--- src/rtl/hoprt_pkg.sv ---
package hoprt_pkg;
    localparam int FRAME_W  = 16;
    localparam int CNT_W    = $clog2(FRAME_W);
    localparam int WR_POS   = 15;
    localparam int HOP_LSB  = 12;
    localparam int HOP_W    = 3;
    localparam int SEL_LSB  = 8;
    localparam int SEL_W    = 3;
    localparam int DATA_W   = 8;

    typedef enum logic {RX_IDLE, RX_SHIFT} rx_state_e;
    typedef enum logic {TX_IDLE, TX_SEND} tx_state_e;
    typedef enum logic [1:0] {ROUTE_DROP, ROUTE_WRITE, ROUTE_READ, ROUTE_PASS} route_e;

    function automatic logic [HOP_W-1:0] hop_of(input logic [FRAME_W-1:0] w);
        return w[HOP_LSB +: HOP_W];
    endfunction

    function automatic logic [SEL_W-1:0] sel_of(input logic [FRAME_W-1:0] w);
        return w[SEL_LSB +: SEL_W];
    endfunction

    function automatic logic [DATA_W-1:0] data_of(input logic [FRAME_W-1:0] w);
        return w[DATA_W-1:0];
    endfunction

    function automatic logic [FRAME_W-1:0] hop_down(input logic [FRAME_W-1:0] w);
        logic [FRAME_W-1:0] r;
        r = w;
        r[HOP_LSB +: HOP_W] = w[HOP_LSB +: HOP_W] - HOP_W'(1);
        return r;
    endfunction
endpackage

--- src/rtl/hoprt_rx.sv ---
module hoprt_rx
    import hoprt_pkg::*;
(
    input  logic               clk,
    input  logic               rst_n,
    input  logic               sfs_in,
    input  logic               sdi,
    output logic               done,
    output logic [FRAME_W-1:0] word
);
    localparam logic [CNT_W-1:0] LAST = CNT_W'(FRAME_W - 1);

    rx_state_e         state_q, state_d;
    logic [CNT_W-1:0]  cnt_q;
    logic [FRAME_W-1:0] sh_q;

    always_ff @(posedge clk or negedge rst_n) begin
        if (!rst_n) state_q <= RX_IDLE;
        else        state_q <= state_d;
    end

    always_comb begin
        state_d = state_q;
        unique case (state_q)
            RX_IDLE:  if (sfs_in) state_d = RX_SHIFT;
            RX_SHIFT: begin
                if (sfs_in)             state_d = RX_SHIFT;
                else if (cnt_q == LAST) state_d = RX_IDLE;
                else                    state_d = RX_SHIFT;
            end
        endcase
    end

    always_ff @(posedge clk or negedge rst_n) begin
        if (!rst_n) begin
            cnt_q <= '0;
            sh_q  <= '0;
        end else begin
            sh_q <= {sh_q[FRAME_W-2:0], sdi};
            if (sfs_in)                    cnt_q <= CNT_W'(1);
            else if (state_q == RX_SHIFT)  cnt_q <= cnt_q + CNT_W'(1);
        end
    end

    always_comb begin
        done = (state_q == RX_SHIFT) && (cnt_q == LAST) && !sfs_in;
        word = {sh_q[FRAME_W-2:0], sdi};
    end
endmodule

--- src/rtl/hoprt_tx.sv ---
module hoprt_tx
    import hoprt_pkg::*;
(
    input  logic               clk,
    input  logic               rst_n,
    input  logic               load,
    input  logic [FRAME_W-1:0] load_word,
    output logic               sdo,
    output logic               sfs_out
);
    localparam logic [CNT_W-1:0] LAST = CNT_W'(FRAME_W - 1);

    tx_state_e          state_q, state_d;
    logic [CNT_W-1:0]   cnt_q;
    logic [FRAME_W-1:0] sr_q;
    logic               fs_q;

    always_ff @(posedge clk or negedge rst_n) begin
        if (!rst_n) state_q <= TX_IDLE;
        else        state_q <= state_d;
    end

    always_comb begin
        state_d = state_q;
        unique case (state_q)
            TX_IDLE: if (load) state_d = TX_SEND;
            TX_SEND: begin
                if (load)               state_d = TX_SEND;
                else if (cnt_q == LAST) state_d = TX_IDLE;
                else                    state_d = TX_SEND;
            end
        endcase
    end

    always_ff @(posedge clk or negedge rst_n) begin
        if (!rst_n) begin
            cnt_q <= '0;
            sr_q  <= '0;
            fs_q  <= 1'b0;
        end else if (load) begin
            cnt_q <= '0;
            sr_q  <= load_word;
            fs_q  <= 1'b1;
        end else begin
            fs_q <= 1'b0;
            if (state_q == TX_SEND) begin
                cnt_q <= cnt_q + CNT_W'(1);
                sr_q  <= {sr_q[FRAME_W-2:0], 1'b0};
            end
        end
    end

    always_comb begin
        sdo     = sr_q[FRAME_W-1];
        sfs_out = fs_q;
    end
endmodule

--- src/rtl/hoprt_regfile.sv ---
module hoprt_regfile
    import hoprt_pkg::*;
#(
    parameter int NUM_REGS = 8,
    parameter int REG_W    = 8
) (
    input  logic                      clk,
    input  logic                      rst_n,
    input  logic                      we,
    input  logic [SEL_W-1:0]          sel,
    input  logic [REG_W-1:0]          wdata,
    output logic [NUM_REGS*REG_W-1:0] regs
);
    for (genvar i = 0; i < NUM_REGS; i++) begin : g_reg
        logic [REG_W-1:0] r_q;
        always_ff @(posedge clk or negedge rst_n) begin
            if (!rst_n)                          r_q <= '0;
            else if (we && (sel == SEL_W'(i)))   r_q <= wdata;
        end
        assign regs[i*REG_W +: REG_W] = r_q;
    end
endmodule

--- src/rtl/hoprt_top.sv ---
module hoprt_top
    import hoprt_pkg::*;
#(
    parameter int NUM_REGS = 8,
    parameter int REG_W    = 8
) (
    input  logic                      clk,
    input  logic                      rst_n,
    input  logic                      prog_mode,
    input  logic                      sfs_in,
    input  logic                      sdi,
    output logic                      sfs_out,
    output logic                      sdo,
    output logic                      wr_stb,
    output logic [SEL_W-1:0]          wr_sel,
    output logic [NUM_REGS*REG_W-1:0] ctrl_regs
);
    logic               rx_done;
    logic [FRAME_W-1:0] rx_word;
    route_e             route;
    logic               wr_stb_q;
    logic [SEL_W-1:0]   wr_sel_q;

    hoprt_rx u_rx (
        .clk(clk), .rst_n(rst_n), .sfs_in(sfs_in), .sdi(sdi),
        .done(rx_done), .word(rx_word)
    );

    always_comb begin
        if (!rx_done || !prog_mode)      route = ROUTE_DROP;
        else if (hop_of(rx_word) != '0)  route = ROUTE_PASS;
        else if (rx_word[WR_POS])        route = ROUTE_WRITE;
        else                             route = ROUTE_READ;
    end

    hoprt_tx u_tx (
        .clk(clk), .rst_n(rst_n),
        .load(route == ROUTE_PASS), .load_word(hop_down(rx_word)),
        .sdo(sdo), .sfs_out(sfs_out)
    );

    hoprt_regfile #(.NUM_REGS(NUM_REGS), .REG_W(REG_W)) u_rf (
        .clk(clk), .rst_n(rst_n),
        .we(route == ROUTE_WRITE), .sel(sel_of(rx_word)),
        .wdata(REG_W'(data_of(rx_word))), .regs(ctrl_regs)
    );

    always_ff @(posedge clk or negedge rst_n) begin
        if (!rst_n) begin
            wr_stb_q <= 1'b0;
            wr_sel_q <= '0;
        end else begin
            wr_stb_q <= (route == ROUTE_WRITE);
            if (route == ROUTE_WRITE) wr_sel_q <= sel_of(rx_word);
        end
    end

    always_comb begin
        wr_stb = wr_stb_q;
        wr_sel = wr_sel_q;
    end
endmodule

--- config.mk ---
export PLATFORM = sky130hd
export DESIGN_NAME = hoprt_top
export DESIGN_NICKNAME = d
export VERILOG_FILES = /design/src/rtl/hoprt_pkg.sv /design/src/rtl/hoprt_rx.sv /design/src/rtl/hoprt_tx.sv /design/src/rtl/hoprt_regfile.sv /design/src/rtl/hoprt_top.sv
export SDC_FILE = /design/constraint.sdc
export NUM_CORES = 1
export LEC_CHECK = 0
export ABC_CLOCK_PERIOD_IN_PS = 4550
export BUFFER_PORTS_ARGS = -buffer_cell sky130_fd_sc_hd__clkbuf_2
export CORE_MARGIN = 2
export CORE_UTILIZATION = 29
export DETAILED_ROUTE_END_ITERATION = 8
export GPL_ROUTABILITY_DRIVEN = 0
export HOLD_SLACK_MARGIN = 0.03
export SYNTH_ARGS = -nofsm -noshare
export SYNTH_HDL_FRONTEND = slang
export SYNTH_SLANG_ARGS = --single-unit
--- constraint.sdc ---
create_clock -name clk -period 4.55 [get_ports clk]
set_input_delay 0.91 -clock clk [delete_from_list [all_inputs] [get_ports clk]]
set_output_delay 0.91 -clock clk [all_outputs]
set_load 0.005 [all_outputs]
==> flow_summary.json, run 1 <==
{
  "dpl-instance-area_um2": 4940,
  "worst_slew_pin_slew_ns": 0.948,
  "syn_area_um2": 4360,
  "multi_input_area_um2": 1560,
  "relSlewSlack_pct": 36.8,
  "cts_tree": "built",
  "area_growth_pct": 20.4,
  "antenna_cells": 0,
  "seqPwrFrac_pct": 54.8,
  "arrival_ns": 2.49,
  "holdWs_ns": 0.375,
  "drt_iter0_drc": 137,
  "grt_setup_unrepaired": "false",
  "syn-mean-instance-area_um2": 16.1,
  "critPathMaxFanout": 8,
  "yosysSeqAreaShare_pct": 63.2,
  "grt_pass1_wl_mm": 15.2,
  "track_usage_pct": 12.4,
  "async_reset_ff_share_pct": 100,
  "min_period_ns": 2.26,
  "dr_total_vias": 2532,
  "report.final.slew_viol_count": 0,
  "setup_viol": 0,
  "yosysWarnings": 0,
  "grt_start_max_net_pins": 44,
  "ys_ff_latch": 110,
  "clkLatencyLatePin_ns": 0.35,
  "htree_levels": 3,
  "n_fill_cell": 1399,
  "maxCapViolCount": 0,
  "cts_made_buffers": 9,
  "crit_type": "register to register",
  "antenna_found_initial": 0,
  "r2r-end": "u_rf.g_reg[6].r_q[6]",
  "yosys-top-cells-area": "dfrtp_1 (63%), mux2_2 (23%), nor4_4 (2.0%), mux2i_1 (1.8%), ha_1 (1.1%)",
  "cp_cell_sequence": "inv_1 > ha_1 > nor4bb_1 > nand4_1 > mux2_2",
  "combPwrFrac_pct": 2.8,
  "cp-startpoint": "u_rx.sh_q[11]",
  "syn-num-nets": 280,
  "cpPeakStageDelay_ns": 0.56,
  "viasPerCell": 4.69,
  "io_buffers": 74,
  "ir_worst_vdd_v": 0.000219,
  "cts_resized": 0,
  "cp_top_family": "simple AND/OR/NAND/NOR gates",
  "stdcell_area_um2": 5250,
  "synthTopCellsByCount": "dfrtp_1 (110), mux2_2 (90), mux2i_1 (8), nor2_1 (7), nand4_1 (6)",
  "yosysMostFrequentCell": "dfrtp_1",
  "synth_top_area_cell": "dfrtp_1",
  "cp_num_buf_inv": 1,
  "coreArea_um2": 14600,
  "die-height_um": 127,
  "gr-total-overflow": 0,
  "maxClockFrequency_ghz": 0.443,
  "hold_buffers": 0,
  "fin_crit_sh_pct": 49.7,
  "postRouteAntennaNets": 0,
  "p_sw_uw": 404,
  "clk_pin_slew_ns": 0.07,
  "status": "finished, final reports clean",
  "reg2reg_slack_ns": 2.29,
  "ctsRootBufferMaster": "clkbuf_16",
  "dp_hpwl_mm": 6.48,
  "die_w_um": 127,
  "first_global_vias": 2665,
  "reg2reg_from": "u_rx.sh_q[11]",
  "routed_wl_mm": 9.26,
  "p_int_mw": 1.45,
  "synth_edf_count": 0,
  "dieArea_um2": 16000,
  "min_path_type": "register to register",
  "io_pins": 75,
  "post_cts_buffers": 0,
  "drc": 0,
  "synth_cells": 271,
  "synth_top_flop_cell": "dfrtp_1",
  "regArea_um2": 2750,
  "cts_sinks": 110,
  "endpoint": "u_rf.g_reg[6].r_q[6]",
  "drt-wirelength-per-cell_um": 17.1,
  "p_leak_nw": 2.69,
  "switching_share_pct": 21.8,
  "cp-end-kind": "register",
  "initial_core_util_pct": 29.9,
  "nNetsFinal": 360,
  "reg2reg_depth": 5,
  "cp_slowest_cell": "nand4_1",
  "hold_viol": 0,
  "critPathRequiredTime_ns": 4.78,
  "start_kind": "register",
  "p_per_area_nw_per_um2": 354,
  "first_pass_iters": 4,
  "rows": 44,
  "cts_buffer_depth": 2,
  "crit_cells": 5,
  "synth_top_area_share_pct": 63.2,
  "pwr-share-clk_pct": 42.5,
  "fin_worst_skew_ns": 0.0101,
  "setup_tns_ns": 0,
  "drive_gt1_share_pct": 53.1,
  "synth_cell_types": 30
}
-- registers in the layout (all words and copies together), names as in the netlist --
name and count:
u_tx.state_q 1, wr_sel 3, u_tx.cnt_q 4, u_rx.cnt_q 4, u_tx.sfs_out 1, u_rx.sh_q 15
wr_stb 1, u_rf.g.r_q 64, u_tx.sr_q 16, u_rx.state_q 1
-- metrics by stage --
stage	setup slack, ns	std cells	utilization, %	power [mW]
after floorplan	2.39	271	-	1.05
after global placement	1.94	524	33.9	1.09
after detailed placement	1.94	524	33.9	1.09
after CTS	2.28	540	36.0	1.88
after global routing	2.08	540	36.0	1.94
final	2.29	540	36.0	1.86
-- worst reg2reg max path: stages (launching register included) --
cell and delay, ns:
dfrtp_1 0.40, inv_1 0.09, ha_1 0.25, nor4bb_1 0.38, nand4_1 0.56, mux2_2 0.48
-- placed cells by master (no fill, tap or decap), types with 2 or more instances in the layout --
master / Yosys / layout
inv_1: 2 / 2
and4b_1: 2 / 2
mux2_1: 2 / 2
a21o_1: 2 / 2
nand4_1: 6 / 6
nand3_1: 3 / 3
xnor2_1: 3 / 3
mux2i_1: 8 / 8
nor2_1: 7 / 7
nand2_1: 4 / 4
dfrtp_1: 110 / 110
xor2_1: 4 / 4
clkinv_2: 0 / 2
mux2_2: 90 / 90
nor2b_1: 2 / 2
clkbuf_16: 0 / 9
buf_4: 1 / 4
ha_1: 4 / 4
nor4_4: 4 / 4
clkbuf_2: 0 / 73
-- kinds of logic (layout without fill, tap and decap cells) --
| group | after synthesis | count (layout) | synth area share, % |
|---|---|---|---|
| adders and majority gates | 4 | 4 | 1.15 |
| AOI/OAI and AO/OA | 2 | 2 | 0.344 |
| xor gates and xnor gates | 7 | 7 | 1.41 |
| buffers and inverters | 10 | 95 | 1.06 |
| muxes | 100 | 100 | 25.6 |
| and+or+nand+nor | 38 | 38 | 7.26 |
| DFF | 110 | 110 | 63.2 |
-- layout make-up --
type | count | share of cell area (%)
flip-flops and latches | 110 | 52.5
repair buffers | 77 | 7.54
multi-input cells | 151 | 29.7
inverters | 2 | 0.143
clock inverters | 5 | 1.10
well taps | 184 | 4.39
clock buffers | 11 | 4.63
-- worst min path at each step --
stage	start	end	depth (start not counted)	slack (ns)
finish	u_rx.sh_q[10]	u_rx.sh_q[11]	0	0.37
CTS	u_rx.sh_q[10]	u_rx.sh_q[11]	0	0.38
floorplan	u_rx.sh_q[10]	u_rx.sh_q[11]	0	0.35
global route	u_rx.sh_q[10]	u_rx.sh_q[11]	0	0.39
global placement	u_rx.sh_q[12]	u_rx.sh_q[13]	0	0.36
detailed placement	u_rx.sh_q[10]	u_rx.sh_q[11]	0	0.36
-- power by group through the flow --
stage,logic [mW],registers (mW),clock network [mW]
after detailed placement,0.0536,1.04,0
after floorplan,0.0284,1.02,0
after global routing,0.0596,1.02,0.861
final,0.0515,1.02,0.788
after CTS,0.0538,1.02,0.813
after global placement,0.0515,1.03,0
-- per-layer routing --
| metal | share of wire, % | GRT usage [%] |
|---|---|---|
| met1 | 46 | 16.2 |
| met2 | 47 | 19.1 |
| met3 | 5.3 | 4.34 |
| met4 | 1.5 | 4.65 |
| met5 | 0 | 0 |
Note: power is estimated with default switching activity, not from simulation.
==> run 2, diff against run 1 <==
--- a/config.mk
+++ b/config.mk
@@ -5,7 +5,7 @@
 export SDC_FILE = /design/constraint.sdc
 export NUM_CORES = 1
 export LEC_CHECK = 0
-export ABC_CLOCK_PERIOD_IN_PS = 4550
+export ABC_CLOCK_PERIOD_IN_PS = 2000
 export BUFFER_PORTS_ARGS = -buffer_cell sky130_fd_sc_hd__clkbuf_2
 export CORE_MARGIN = 2
 export CORE_UTILIZATION = 29
==> constraint.sdc (replaced) <==
create_clock -name clk -period 2 [get_ports clk]
set_input_delay 0.4 -clock clk [delete_from_list [all_inputs] [get_ports clk]]
set_output_delay 0.4 -clock clk [all_outputs]
set_load 0.005 [all_outputs]
==> run 2 against run 1 <==
Effect of this change: clock-buffer cell count decreased by 1; global-route usage decreased by 0.28 points; register-to-register slack got worse by 2.2 ns; wire length decreased by 1.9%; via count increased by 0.99%; largest power group unchanged; non-clock buffer count increased by 12.
==> flow_summary.json, run 2 (same netlist as run 1, synthesis figures left out) <==
{
  "critPathMaxFanout": 8,
  "coreArea_um2": 14600,
  "final_cell_mix": "dfrtp_1 (110), mux2_2 (90), clkbuf_2 (73)",
  "stdcell_area_um2": 5400,
  "cts_buffer_depth": 2,
  "fin_worst_skew_ns": 0.00605,
  "first_global_vias": 2731,
  "grt_setup_unrepaired": "false",
  "largest_reg_flops": 64,
  "reg2reg_slack_ns": 0.10,
  "r2r-end": "u_rf.g_reg[2].r_q[0]",
  "reg2reg_from": "u_rx.sh_q[11]",
  "arrival_ns": 2.13,
  "drive_gt1_share_pct": 55.2,
  "track_usage_pct": 12.1,
  "clkLatencyLatePin_ns": 0.35,
  "antenna_cells": 0,
  "setup_viol": 0,
  "grt_start_max_net_pins": 45,
  "start_kind": "register",
  "area_growth_pct": 23.9,
  "ir_worst_vdd_v": 0.000379,
  "first_pass_iters": 4,
  "fin_crit_sh_pct": 94.9,
  "drt-wirelength-per-cell_um": 16.5,
  "p_per_area_nw_per_um2": 786,
  "grt_pass1_wl_mm": 15.0,
  "rows": 44,
  "hold_buffers": 0,
  "cts_sinks": 110,
  "postRouteAntennaNets": 0,
  "drc": 0,
  "maxClockFrequency_ghz": 0.527,
  "worst_slew_pin_slew_ns": 0.594,
  "relSlewSlack_pct": 60.4,
  "nNetsFinal": 372,
  "gr-total-overflow": 0,
  "setup_tns_ns": 0,
  "htree_levels": 3,
  "critPathRequiredTime_ns": 2.23,
  "die-height_um": 127,
  "dp_hpwl_mm": 6.55,
  "ctsRootBufferMaster": "clkbuf_16",
  "regMostFlops": "u_rf.g.r_q",
  "layout_commonest_cell": "dfrtp_1",
  "reg.largest.list": "u_rf.g.r_q: 64 flops, u_tx.sr_q: 16 flops, u_rx.sh_q: 15 flops",
  "clk_pin_slew_ns": 0.07,
  "endpoint": "u_rf.g_reg[2].r_q[0]",
  "cp-startpoint": "u_rx.sh_q[11]",
  "min_path_type": "primary input to asynchronous set/reset pin",
  "status": "finished, final reports clean",
  "initial_core_util_pct": 29.9,
  "reg2reg_depth": 6,
  "die_w_um": 127,
  "antenna_found_initial": 0,
  "crit_type": "register to register",
  "drt_iter0_drc": 89,
  "min_period_ns": 1.90,
  "n_fill_cell": 1382,
  "io_pins": 75,
  "routed_wl_mm": 9.08,
  "viasPerCell": 4.63,
  "dieArea_um2": 16000,
  "maxCapViolCount": 0,
  "p_leak_nw": 2.77,
  "cts_tree": "built",
  "io_buffers": 74,
  "report.final.slew_viol_count": 0,
  "dr_total_vias": 2557,
  "hold_viol": 0,
  "cts_made_buffers": 9,
  "cp-end-kind": "register",
  "dpl-instance-area_um2": 5080
}
run 2: cell count changes in the layout (fill, tap and decap cells not counted):
cell	before	now
buf_4	4	11
buf_12	0	4
buf_6	0	1
clkbuf_1	1	0
clkinv_4	1	2
ha_1	4	3
ha_2	0	1
inv_6	1	0
inv_8	0	1
run 2: power by group:
group          internal [mW]  switching [mW]  total [mW]  leakage [nW]
combinational         0.0468          0.0774       0.124          1.16
sequential              2.25          0.0561        2.31          1.46
clock                   1.01           0.798        1.81         0.154
total                   3.31           0.931        4.25          2.77
run 2: cell type report:
| class | count | area (um^2) | area share [%] |
|---|---|---|---|
| tap | 184 | 230 | 4.26 |
| multi-input combinational | 151 | 1560 | 28.9 |
| clock inverter | 6 | 68.8 | 1.27 |
| timing repair buffer | 89 | 539 | 9.99 |
| clock buffer | 10 | 239 | 4.43 |
| sequential | 110 | 2750 | 51.0 |
| inverter | 2 | 7.51 | 0.139 |
run 2: per-layer routing:
layer  GRT usage (%)  wire length, um  part of all wire [%]  vias up
met2            19.8             4490                    49       55
li1                -                -                     -     1162
met1            15.4             4050                    45     1328
met5               0                0                     0        -
met4            3.68              113                   1.2        0
met3            3.96              431                   4.7       12
run 2: worst min-delay path by stage:
stage                  startpoint                    to  cells after the start
global route                rst_n  u_rf.g_reg[1].r_q[1]                      1
finish                      rst_n         u_rx.cnt_q[1]                      1
global placement    u_rx.sh_q[10]         u_rx.sh_q[11]                      0
CTS                         rst_n  u_rf.g_reg[1].r_q[1]                      1
detailed placement  u_rx.sh_q[10]         u_rx.sh_q[11]                      0
floorplan                   rst_n  u_rf.g_reg[0].r_q[0]                      0
run 2: worst max-delay path: stages (launching register included):
cell and delay, ns:
dfrtp_1 0.40, inv_1 0.09, ha_2 0.22, nand4bb_1 0.24, nor4_4 0.34, buf_12 0.17, mux2_2 0.33
run 2: stage by stage:
step	util, %	hold slack [ns]	cells	setup WS [ns]	power [mW]
after floorplan	-	0.104	271	0.173	2.39
after global placement	34.9	0.359	536	0.128	2.48
after detailed placement	34.9	0.363	536	0.0885	2.48
after CTS	37.0	0.0722	552	0.0641	4.32
after global routing	37.0	0.0964	552	0.00142	4.45
final	37.0	0.0574	552	0.102	4.25
run 2: repair_timing:
item | in CTS | in global routing
resized for setup | 0 | 2
endpoints found under the setup margin | 0 | 24
buffers inserted | 0 | 0
==> run 3, diff against run 2 <==
--- a/config.mk
+++ b/config.mk
@@ -12,6 +12,7 @@
 export DETAILED_ROUTE_END_ITERATION = 8
 export GPL_ROUTABILITY_DRIVEN = 0
 export HOLD_SLACK_MARGIN = 0.03
+export PLACE_DENSITY = 0.56
 export SYNTH_ARGS = -nofsm -noshare
 export SYNTH_HDL_FRONTEND = slang
 export SYNTH_SLANG_ARGS = --single-unit
==> constraint.sdc (replaced) <==
create_clock -name clk -period 2 [get_ports clk]
set_input_delay 0.6 -clock clk [delete_from_list [all_inputs] [get_ports clk]]
set_output_delay 0.6 -clock clk [all_outputs]
set_load 0.005 [all_outputs]
==> run 3 against run 2 <==
Effect of this change: sequential share of layout area down 0.24 points; flip-flop and latch count unchanged; clock power down 6%; clock skew up 0.0023 ns; critical endpoint is now u_rf.g_reg[1].r_q[6].
==> flow_summary.json, run 3 (same netlist as run 1, synthesis figures left out) <==
{
  "critPathRequiredTime_ns": 2.24,
  "reg.largest.list": "u_rf.g.r_q: 64 flops, u_tx.sr_q: 16 flops, u_rx.sh_q: 15 flops",
  "coreArea_um2": 14600,
  "drive_gt1_share_pct": 56.1,
  "routed_wl_mm": 9.12,
  "grt_setup_unrepaired": "false",
  "dieArea_um2": 16000,
  "busiest_layer": "met2",
  "worst_slew_pin_slew_ns": 0.592,
  "grt_use_met2_pct": 19.2,
  "layout_setup_ws_ns": 0.104,
  "io_buffers": 74,
  "min_period_ns": 1.90,
  "final_cell_mix": "dfrtp_1 (110), mux2_2 (90), clkbuf_2 (73)",
  "start_kind": "register",
  "hold_viol": 0,
  "io_pins": 75,
  "die_w_um": 127,
  "maxCapViolCount": 0,
  "report.final.slew_viol_count": 0,
  "nNetsFinal": 375,
  "cts_resized": 0,
  "dp_hpwl_mm": 6.32,
  "hold_buffers": 0,
  "first_pass_iters": 4,
  "largest_reg_flops": 64,
  "area_growth_pct": 24.5,
  "rows": 44,
  "grtUsageMet3_pct": 4.72,
  "antenna_cells": 0,
  "p_leak_nw": 2.77,
  "reg2reg_slack_ns": 0.10,
  "ctsRootBufferMaster": "clkbuf_16",
  "critPathMaxFanout": 8,
  "setup_viol": 0,
  "min_path_type": "primary input to asynchronous set/reset pin",
  "grt_start_max_net_pins": 36,
  "setup_tns_ns": 0,
  "first_global_vias": 2723,
  "regArea_um2": 2750,
  "clk_pin_slew_ns": 0.07,
  "final_core_util_pct": 37.2,
  "gr-total-overflow": 0,
  "track_usage_pct": 12.1,
  "cts_buffer_depth": 2,
  "cts_tree": "built",
  "drc": 0,
  "multi_input_area_um2": 1570,
  "layout_commonest_cell": "dfrtp_1",
  "postRouteAntennaNets": 0,
  "viasPerCell": 4.59,
  "ir_worst_vdd_v": 0.000514,
  "antenna_found_initial": 0,
  "n_fill_cell": 1398,
  "status": "finished, final reports clean",
  "crit_type": "register to register",
  "p_per_area_nw_per_um2": 763,
  "cts_sinks": 110,
  "drt-wirelength-per-cell_um": 16.4,
  "fin_crit_sh_pct": 94.8,
  "pre_cts_slack_ns": 0.0107,
  "htree_levels": 3,
  "relSlewSlack_pct": 60.6,
  "cp-end-kind": "register",
  "drt_iter0_drc": 80,
  "die-height_um": 127,
  "regMostFlops": "u_rf.g.r_q",
  "initial_core_util_pct": 29.9,
  "post_cts_buffers": 0,
  "cts_made_buffers": 9,
  "maxClockFrequency_ghz": 0.527,
  "arrival_ns": 2.13,
  "holdWs_ns": 0.174,
  "grt_pass1_wl_mm": 14.9,
  "dr_total_vias": 2547,
  "fin_worst_skew_ns": 0.00839,
  "clkLatencyLatePin_ns": 0.35,
  "met1_usage_pct": 15.1
}
## run 3: cell count changes in the layout (fill, tap and decap cells not counted), sizes merged
cell      change
buf           +3
bufinv        -1
clkbuf        -1
clkinv        -1
clkinvlp      +1
inv           +2
## run 3: cell type report
| class | count | share of cell area [%] |
|---|---|---|
| Inverter | 2 | 0.138 |
| Sequential cell | 110 | 50.7 |
| Multi-Input combinational cell | 151 | 29.0 |
| Clock inverter | 7 | 1.01 |
| Timing Repair Buffer | 92 | 10.7 |
| Tap cell | 184 | 4.24 |
| Clock buffer | 9 | 4.15 |
## run 3: where the power goes
part           total (mW)  switching [mW]  leakage, nW  internal [mW]
Clock                1.70           0.837        0.138          0.861
Sequential           2.31          0.0574         1.46           2.25
Combinational       0.131          0.0805         1.18         0.0510
## run 3: path summary, 6_finish.rpt
kind	from	to	cells after the start
max in group asynchronous	rst_n	u_rf.g_reg[4].r_q[3]	2
setup reg to reg	u_rx.sh_q[11]	u_rf.g_reg[1].r_q[6]	6
setup / recovery	u_rx.sh_q[11]	u_rf.g_reg[1].r_q[6]	6
min in group clk	u_rx.sh_q[10]	u_rx.sh_q[11]	0
hold reg to reg	u_rx.sh_q[10]	u_rx.sh_q[11]	0
hold / removal	rst_n	u_rf.g_reg[2].r_q[4]	1
## run 3: critical path: stages (launching register included)
cell      delay [ns]
dfrtp_1         0.39
inv_1           0.09
ha_2            0.23
nand4b_1        0.24
nor4_4          0.27
buf_4           0.22
mux2_2          0.35
## run 3: layer usage
layer / vias to the layer above / routed length, um
li1: 1169 / -
met1: 1309 / 4080
met2: 59 / 4290
met3: 10 / 610
met4: 0 / 142
met5: - / 0
## run 3: through the flow
| step | power (mW) | std cells | instance area [um^2] |
|---|---|---|---|
| 6_report | 4.14 | 555 | 5420 |
| 5_1_grt | 4.33 | 555 | 5420 |
| 4_1_cts | 4.20 | 555 | 5410 |
| 3_5_place_dp | 2.49 | 539 | 5130 |
| 3_3_place_gp | 2.49 | 539 | 5130 |
| 2_1_floorplan | 2.39 | 271 | 4360 |
